File: config.mk
export PLATFORM = sky130hd
export DESIGN_NAME = gpio_mask_port
export DESIGN_NICKNAME = d
export VERILOG_FILES = /design/src/rtl/gpio_mask_pkg.sv /design/src/rtl/gpio_in_sync.sv /design/src/rtl/gpio_irq_latch.sv /design/src/rtl/gpio_bus_regs.sv /design/src/rtl/gpio_mask_port.sv
export SDC_FILE = /design/constraint.sdc
export NUM_CORES = 1
export LEC_CHECK = 0
export BUFFER_PORTS_ARGS = -buffer_cell sky130_fd_sc_hd__buf_4
export CORE_MARGIN = 2
export CORE_UTILIZATION = 25
export DETAILED_ROUTE_END_ITERATION = 16
export HOLD_SLACK_MARGIN = 0.1
export PLACE_DENSITY_LB_ADDON = 0.2
export SLEW_MARGIN = 0
export SYNTH_ARGS = -nofsm -noshare
export SYNTH_HDL_FRONTEND = slang
export SYNTH_SLANG_ARGS = --single-unit
File: constraint.sdc
create_clock -name clk -period 2.4 [get_ports clk]
set_input_delay 0.36 -clock clk [delete_from_list [all_inputs] [get_ports clk]]
set_output_delay 0.36 -clock clk [all_outputs]
set_load 0.02 [all_outputs]
File: src/rtl/gpio_mask_pkg.sv
// Package: shared widths, register offsets and decode enum of the GPIO
// masked-access port. Assumes a byte-addressed 12-bit register space.
package gpio_mask_pkg;
    localparam int unsigned GP_NPIN = 16;
    localparam int unsigned GP_AW   = 12;
    localparam int unsigned GP_DW   = 32;
    localparam int unsigned GP_MW   = 8;

    localparam logic [GP_AW-1:0] OFS_PINS  = 12'h000;
    localparam logic [GP_AW-1:0] OFS_DOUT  = 12'h004;
    localparam logic [GP_AW-1:0] OFS_IEN   = 12'h008;
    localparam logic [GP_AW-1:0] OFS_ITYPE = 12'h00C;
    localparam logic [GP_AW-1:0] OFS_ISTAT = 12'h038;

    typedef enum logic [2:0] {
        SEL_NONE,
        SEL_PINS,
        SEL_DOUT,
        SEL_IEN,
        SEL_ITYPE,
        SEL_ISTAT,
        SEL_MWIN
    } gp_sel_e;
endpackage

File: src/rtl/gpio_in_sync.sv
// Module: two-flop synchroniser for the pin inputs plus one extra stage that
// holds the previous synchronised sample for edge detection.
// Assumes pins are asynchronous and only need metastability protection.
module gpio_in_sync #(
    parameter int unsigned NPIN = 16
) (
    input  logic            clk,
    input  logic            rst_n,
    input  logic [NPIN-1:0] pin_i,
    output logic [NPIN-1:0] sync_o,
    output logic [NPIN-1:0] prev_o
);
    logic [NPIN-1:0] stage1_q;
    logic [NPIN-1:0] stage2_q;
    logic [NPIN-1:0] prev_q;

    // Purpose: shift pins through the synchroniser and the history stage.
    always_ff @(posedge clk) begin
        if (!rst_n) begin
            stage1_q <= '0;
            stage2_q <= '0;
            prev_q   <= '0;
        end else begin
            stage1_q <= pin_i;
            stage2_q <= stage1_q;
            prev_q   <= stage2_q;
        end
    end

    assign sync_o = stage2_q;
    assign prev_o = prev_q;

    // the synchronised value is the pin value from two edges back.
    a_r3_two_flop: assert property (@(posedge clk) disable iff (!rst_n)
        $past(rst_n, 2) |-> stage2_q == $past(pin_i, 2));
endmodule

File: src/rtl/gpio_irq_latch.sv
// Module: per-pin pending-interrupt latches with edge or level detection,
// write-one-to-clear, and an enabled OR onto one interrupt line.
// Assumes sync/prev come from the same synchroniser. A new event beats a
// clear in the same cycle.
module gpio_irq_latch #(
    parameter int unsigned NPIN = 16
) (
    input  logic            clk,
    input  logic            rst_n,
    input  logic [NPIN-1:0] sync_i,
    input  logic [NPIN-1:0] prev_i,
    input  logic [NPIN-1:0] itype_i,
    input  logic [NPIN-1:0] ien_i,
    input  logic [NPIN-1:0] clr_i,
    output logic [NPIN-1:0] pend_o,
    output logic            irq_o
);
    logic [NPIN-1:0] evt;
    logic [NPIN-1:0] pend_q;

    for (genvar p = 0; p < NPIN; p++) begin : g_pin
        // Purpose: select the event source of pin p from its type bit.
        always_comb begin
            if (itype_i[p]) evt[p] = sync_i[p];
            else            evt[p] = sync_i[p] & ~prev_i[p];
        end

        // Purpose: latch pin p's pending flag; the event has priority over clear.
        always_ff @(posedge clk) begin
            if (!rst_n)          pend_q[p] <= 1'b0;
            else if (evt[p])     pend_q[p] <= 1'b1;
            else if (clr_i[p])   pend_q[p] <= 1'b0;
        end
    end

    assign pend_o = pend_q;
    assign irq_o  = |(pend_q & ien_i);

    // every event seen in a cycle leaves its flag set, clear or not.
    a_r10_event_wins: assert property (@(posedge clk) disable iff (!rst_n)
        $past(rst_n) |-> (pend_q & $past(evt)) == $past(evt));
    // a clear with no event drops the flag.
    a_r9_clear_drops: assert property (@(posedge clk) disable iff (!rst_n)
        $past(rst_n) |-> (pend_q & $past(clr_i) & ~$past(evt)) == '0);
    // without a clear a flag never drops.
    a_r9_flag_holds: assert property (@(posedge clk) disable iff (!rst_n)
        $past(rst_n) |-> ($past(pend_q) & ~$past(clr_i) & ~pend_q) == '0);
endmodule

File: src/rtl/gpio_bus_regs.sv
// Module: bus decode, the output/enable/type registers, the lower-byte
// masked window and the read mux. Assumes a single-cycle bus: writes
// commit on the edge with sel & wr, reads are combinational.
module gpio_bus_regs
    import gpio_mask_pkg::*;
#(
    parameter int unsigned NPIN = GP_NPIN,
    parameter int unsigned AW   = GP_AW,
    parameter int unsigned DW   = GP_DW,
    parameter int unsigned MW   = GP_MW
) (
    input  logic            clk,
    input  logic            rst_n,
    input  logic            sel_i,
    input  logic            wr_i,
    input  logic [AW-1:0]   addr_i,
    input  logic [DW-1:0]   wdata_i,
    input  logic [NPIN-1:0] sync_i,
    input  logic [NPIN-1:0] pend_i,
    output logic [DW-1:0]   rdata_o,
    output logic [NPIN-1:0] dout_o,
    output logic [NPIN-1:0] ien_o,
    output logic [NPIN-1:0] itype_o,
    output logic [NPIN-1:0] clr_o
);
    localparam int unsigned WIN_LSB = MW + 2;
    localparam int unsigned WIN_TAG = 1;

    gp_sel_e         dec;
    logic [AW-1:0]   waddr;
    logic [MW-1:0]   mask;
    logic            we;
    logic            full_we;
    logic            mwin_we;
    logic [NPIN-1:0] dout_q;
    logic [NPIN-1:0] ien_q;
    logic [NPIN-1:0] itype_q;
    logic            unused_bits;

    assign waddr       = {addr_i[AW-1:2], 2'b00};
    assign mask        = addr_i[WIN_LSB-1:2];
    assign unused_bits = ^{addr_i[1:0], wdata_i[DW-1:NPIN]};

    // Purpose: map the word address onto one register select.
    always_comb begin
        if (addr_i[AW-1:WIN_LSB] == (AW-WIN_LSB)'(WIN_TAG))
            dec = SEL_MWIN;
        else begin
            case (waddr)
                OFS_PINS:  dec = SEL_PINS;
                OFS_DOUT:  dec = SEL_DOUT;
                OFS_IEN:   dec = SEL_IEN;
                OFS_ITYPE: dec = SEL_ITYPE;
                OFS_ISTAT: dec = SEL_ISTAT;
                default:   dec = SEL_NONE;
            endcase
        end
    end

    assign we      = sel_i & wr_i;
    assign full_we = we && (dec == SEL_DOUT);
    assign mwin_we = we && (dec == SEL_MWIN);
    assign clr_o   = (we && (dec == SEL_ISTAT)) ? wdata_i[NPIN-1:0] : '0;

    for (genvar b = 0; b < NPIN; b++) begin : g_dout
        if (b < MW) begin : g_masked
            // Purpose: output bit b, written by full or masked access.
            always_ff @(posedge clk) begin
                if (!rst_n)                    dout_q[b] <= 1'b0;
                else if (full_we)              dout_q[b] <= wdata_i[b];
                else if (mwin_we && mask[b])   dout_q[b] <= wdata_i[b];
            end
        end else begin : g_plain
            // Purpose: output bit b, written by full access only.
            always_ff @(posedge clk) begin
                if (!rst_n)        dout_q[b] <= 1'b0;
                else if (full_we)  dout_q[b] <= wdata_i[b];
            end
        end
    end

    // Purpose: interrupt enable and type registers.
    always_ff @(posedge clk) begin
        if (!rst_n) begin
            ien_q   <= '0;
            itype_q <= '0;
        end else if (we) begin
            if (dec == SEL_IEN)   ien_q   <= wdata_i[NPIN-1:0];
            if (dec == SEL_ITYPE) itype_q <= wdata_i[NPIN-1:0];
        end
    end

    // Purpose: read mux; unused bits and unmapped offsets read as zero.
    always_comb begin
        rdata_o = '0;
        case (dec)
            SEL_PINS:  rdata_o[NPIN-1:0] = sync_i;
            SEL_DOUT:  rdata_o[NPIN-1:0] = dout_q;
            SEL_IEN:   rdata_o[NPIN-1:0] = ien_q;
            SEL_ITYPE: rdata_o[NPIN-1:0] = itype_q;
            SEL_ISTAT: rdata_o[NPIN-1:0] = pend_i;
            SEL_MWIN:  rdata_o[MW-1:0]   = dout_q[MW-1:0] & mask;
            default:   rdata_o = '0;
        endcase
    end

    assign dout_o  = dout_q;
    assign ien_o   = ien_q;
    assign itype_o = itype_q;

    // a window write leaves the upper output bits alone.
    a_r5_upper_kept: assert property (@(posedge clk) disable iff (!rst_n)
        $past(rst_n) && $past(mwin_we) |-> dout_q[NPIN-1:MW] == $past(dout_q[NPIN-1:MW]));
    // bits outside the address mask keep their value.
    a_r4_unmasked_kept: assert property (@(posedge clk) disable iff (!rst_n)
        $past(rst_n) && $past(mwin_we) |->
            ((dout_q[MW-1:0] ^ $past(dout_q[MW-1:0])) & ~$past(mask)) == '0);
    // a write to an unmapped offset changes no register.
    a_r12_unmapped_write: assert property (@(posedge clk) disable iff (!rst_n)
        $past(rst_n) && $past(we) && $past(dec) == SEL_NONE |->
            $stable(dout_q) && $stable(ien_q) && $stable(itype_q));
endmodule

File: src/rtl/gpio_mask_port.sv
// Module: top of the 16-pin GPIO port with a lower-byte masked window.
// Wires the synchroniser, the register/decode block and the interrupt latches.
// Assumes synchronous active-low reset and a single-cycle register bus.
module gpio_mask_port
    import gpio_mask_pkg::*;
(
    input  logic                clk,
    input  logic                rst_n,
    input  logic                bus_sel,
    input  logic                bus_wr,
    input  logic [GP_AW-1:0]    bus_addr,
    input  logic [GP_DW-1:0]    bus_wdata,
    output logic [GP_DW-1:0]    bus_rdata,
    input  logic [GP_NPIN-1:0]  pin_in,
    output logic [GP_NPIN-1:0]  pin_out,
    output logic                irq_out
);
    logic [GP_NPIN-1:0] sync_w;
    logic [GP_NPIN-1:0] prev_w;
    logic [GP_NPIN-1:0] pend_w;
    logic [GP_NPIN-1:0] ien_w;
    logic [GP_NPIN-1:0] itype_w;
    logic [GP_NPIN-1:0] clr_w;

    gpio_in_sync #(.NPIN(GP_NPIN)) u_sync (
        .clk    (clk),
        .rst_n  (rst_n),
        .pin_i  (pin_in),
        .sync_o (sync_w),
        .prev_o (prev_w)
    );

    gpio_bus_regs #(
        .NPIN (GP_NPIN),
        .AW   (GP_AW),
        .DW   (GP_DW),
        .MW   (GP_MW)
    ) u_regs (
        .clk     (clk),
        .rst_n   (rst_n),
        .sel_i   (bus_sel),
        .wr_i    (bus_wr),
        .addr_i  (bus_addr),
        .wdata_i (bus_wdata),
        .sync_i  (sync_w),
        .pend_i  (pend_w),
        .rdata_o (bus_rdata),
        .dout_o  (pin_out),
        .ien_o   (ien_w),
        .itype_o (itype_w),
        .clr_o   (clr_w)
    );

    gpio_irq_latch #(.NPIN(GP_NPIN)) u_irq (
        .clk     (clk),
        .rst_n   (rst_n),
        .sync_i  (sync_w),
        .prev_i  (prev_w),
        .itype_i (itype_w),
        .ien_i   (ien_w),
        .clr_i   (clr_w),
        .pend_o  (pend_w),
        .irq_o   (irq_out)
    );

    // with no enable bit set the line stays low.
    a_r11_needs_enable: assert property (@(posedge clk) disable iff (!rst_n)
        ien_w == '0 |-> !irq_out);
    // the line is high only with some flag pending.
    a_r11_needs_pending: assert property (@(posedge clk) disable iff (!rst_n)
        irq_out |-> pend_w != '0);
    // one cycle out of reset everything is cleared.
    a_r1_reset_state: assert property (@(posedge clk)
        $past(!rst_n) |-> pin_out == '0 && pend_w == '0 && !irq_out);
endmodule

==> metrics.txt <==
Core Footprint roughly 19,000 um^2; CP Data Arrival Time 1.99 ns; Simple-Gate Fraction of Synth Area 0.208; hpwl dp 10.2 mm; endpoint class of the critical path output pin; worst r2r src u_regs.itype_o[9]$_SDFFE_PN0P_; clock latency on the worst-skew pair 0.36 ns; Post-Synth Adder-Cell Area 0; largest family of logic cells by synthesized area simple AND/OR/NAND/NOR gates; asr flop ratio synth 0; Final Skew 0.00900 ns; GPL Wtd Cong 0.783; Hold Crit Class primary input to register; TritonCTS buffer count 9; RSZ-0062 raised after global routing no; area grow syn2layout 26.0%; first-pass GRT wire length approximately 22 mm; shortest period the worst path allows 2.35 ns; slowest CP cell or4_4; number of max-cap violations 0; YS warnings 0; # IOs between 100 and 150; leakage power 2.49 nW; CTS Hold Bufs 0; nets 659; design area 5970 um^2; number of synthesized flops with an enable pin 0; TNS Setup 0 ns; vias per inst 4.64; Clock Tree Buf Depth 2; Total Routed Length 13.9 mm; CTS tree built; Die Y 142 um; CP Launch Point bus_addr[7]; Slew @ Worst Pin 0.654 ns; Slew Limit Fails 0; initial antenna violation count 0; PortBufs 78; register area share after synthesis 0.473; critical path type primary input to output pin; # diodes 0; gr usage total 0.142; share of cells above drive strength 1 0.237; Unique masters post-synth 46; 1st-iter DRT viols 273; Post-Synthesis Cell Area between 4000 and 5000 um^2; post-synthesis mux area share 0.0578; startpoint type of the worst setup path primary input; Avg Cell Area, Syn 9.33 um^2; Synth top area share 0.473; Mapped Cells approximately 500; Tcrit/Tclk final 0.979; final setup vio count 0; Post-DP Area 5640 um^2; CTS root buffer clkbuf_16; Routed wire per std cell roughly 17 um; xor-xnor portion of the synthesized cell area 0; die area 20,100 um^2; status finished clean; CP Max Fanout 5; top cells by area, synth dfxtp_1, and2_1, nand2_1, a21boi_0, nand3_1; Synth Area in Compound Gates 0.194; largest net degree at the start of global routing between 60 and 70; global route overflow 0; predominant post-synthesis flop cell dfxtp_1; vias in the first global route 3,884; Clock Sinks 112; Initial Utilization 0.254; H-tree levels 3; Critical Path Max Stage Delay between 0.5 and 0.6 ns; Die Width 142 um; f_max 426 MHz; Clock transition at path regs 0.07 ns; critical path's most frequent cell buf_4; # DRC 0; Worst VDD drop 320 uV; post-route ant nets 0; power per standard cell area 638 nW/um^2; Slew HR 0.564; Seq cells post-synth about 110; Pre-antenna DRT Iters 4; area leader, netlist dfxtp_1; Vias 3,872; # rows 50; CP Cell Sequence buf_4, or4_4, nor3_4, buf_4, o2bb2ai_1, a221o_1, buf_4; fillers between 1,500 and 2,000; min-delay src pin_in[13]; final hold violations 0; critical path required time about 2.0 ns
==> timing repair <==
action	4_1_cts	5_1_grt
endpoints found under the setup margin	0	2
gates resized for setup	0	2
setup buffers	0	1
==> final timing paths <==
| kind | end | slack, ns | depth (start not counted) |
|---|---|---|---|
| setup / recovery | bus_rdata[3] | 0.05 | 7 |
| hold reg to reg | u_sync.sync_o[3]$_SDFF_PN0_ | 0.43 | 1 |
| hold / removal | u_sync.stage1_q[13]$_SDFF_PN0_ | 0.21 | 2 |
| setup reg to reg | u_irq.pend_o[9]$_SDFFE_PN0P_ | 1.62 | 3 |
==> layout make-up <==
cell class | instances | area [um^2] | share of cell area
Multi-Input combinational cell | 353 | 2240 | 0.376
Sequential cell | 112 | 2240 | 0.375
Timing Repair Buffer | 108 | 836 | 0.140
Tap cell | 234 | 293 | 0.0490
Clock buffer | 13 | 250 | 0.0419
Clock inverter | 3 | 65.1 | 0.0109
Inverter | 11 | 41.3 | 0.00691
==> through the flow <==
stage / utilization / setup slack, ns / std cells / hold slack, ns / power [mW]
floorplan: - / 0.203 / 523 / 0.412 / 2.14
global placement: 0.303 / 0.0791 / 817 / 0.415 / 2.24
detailed placement: 0.303 / 0.0492 / 817 / 0.419 / 2.25
CTS: 0.320 / 0.0275 / 833 / 0.194 / 3.86
global route: 0.320 / 0.0337 / 834 / 0.197 / 3.97
finish: 0.320 / 0.0509 / 834 / 0.209 / 3.81
==> power breakdown <==
group / leakage, nW / switching, mW / internal (mW)
sequential: 0.913 / 0.0276 / 1.91
clock: 0.154 / 0.666 / 0.944
combinational: 1.42 / 0.148 / 0.120
total: 2.49 / 0.842 / 2.97
==> worst max-delay path, delay by kind of cell <==
family                 cells  cell delay (ns)
buffers and inverters      3             0.49
and+or+nand+nor            2             0.82
AOI/OAI and AO/OA          2             0.31
==> sequential cells by signal, indices dropped and copies added (netlist names) <==
signal           flops
u_regs.ien_o        16
u_regs.dout_o       16
u_sync.sync_o       16
u_regs.itype_o      16
u_sync.prev_o       16
u_irq.pend_o        16
u_sync.stage1_q     16
==> kinds of logic after synthesis <==
family	after synthesis
AO/OA/AOI/OAI	129
multiplexers	23
buffers and inverters	58
AND/OR/NAND/NOR	185
other	1
flip-flops	112
==> metal layers <==
layer	vias up	wire length [um]	global-route usage
li1	1921	-	-
met1	1828	6380	0.185
met2	106	6650	0.236
met3	17	595	0.0229
met4	0	252	0.0579
met5	-	0	0
==> synth_stat cells, types with 5 or more instances <==
library cell and number:
and2_1 50, mux2i_1 15, inv_1 11, nand3_1 34, a21o_1 7, a221o_1 11
a21boi_0 24, nand4_1 5, clkbuf_1 19, a22oi_1 5, nand2_1 64, o21ai_0 32
nor2_1 9, mux2_2 5, dfxtp_1 112, buf_4 17, o2bb2ai_1 6, a22o_1 7
o21a_1 10, a21oi_1 14, nand2b_1 7
==> cells in the final DEF (no fill, tap or decap), drive strengths merged, types with 3 or more instances in the layout <==
cell type  instances
dfxtp            112
buf              108
nand2             64
and2              51
nand3             34
o21ai             32
a21boi            28
conb              16
mux2i             15
a21oi             15
clkbuf            13
a221o             11
inv               11
o21a              10
nor2               9
a22o               7
a21o               7
nand2b             7
o2bb2ai            6
mux2               5
a22oi              5
nand4              5
a221oi             4
nor2b              3
mux4               3
No activity file was read; power rests on OpenSTA's default activity.
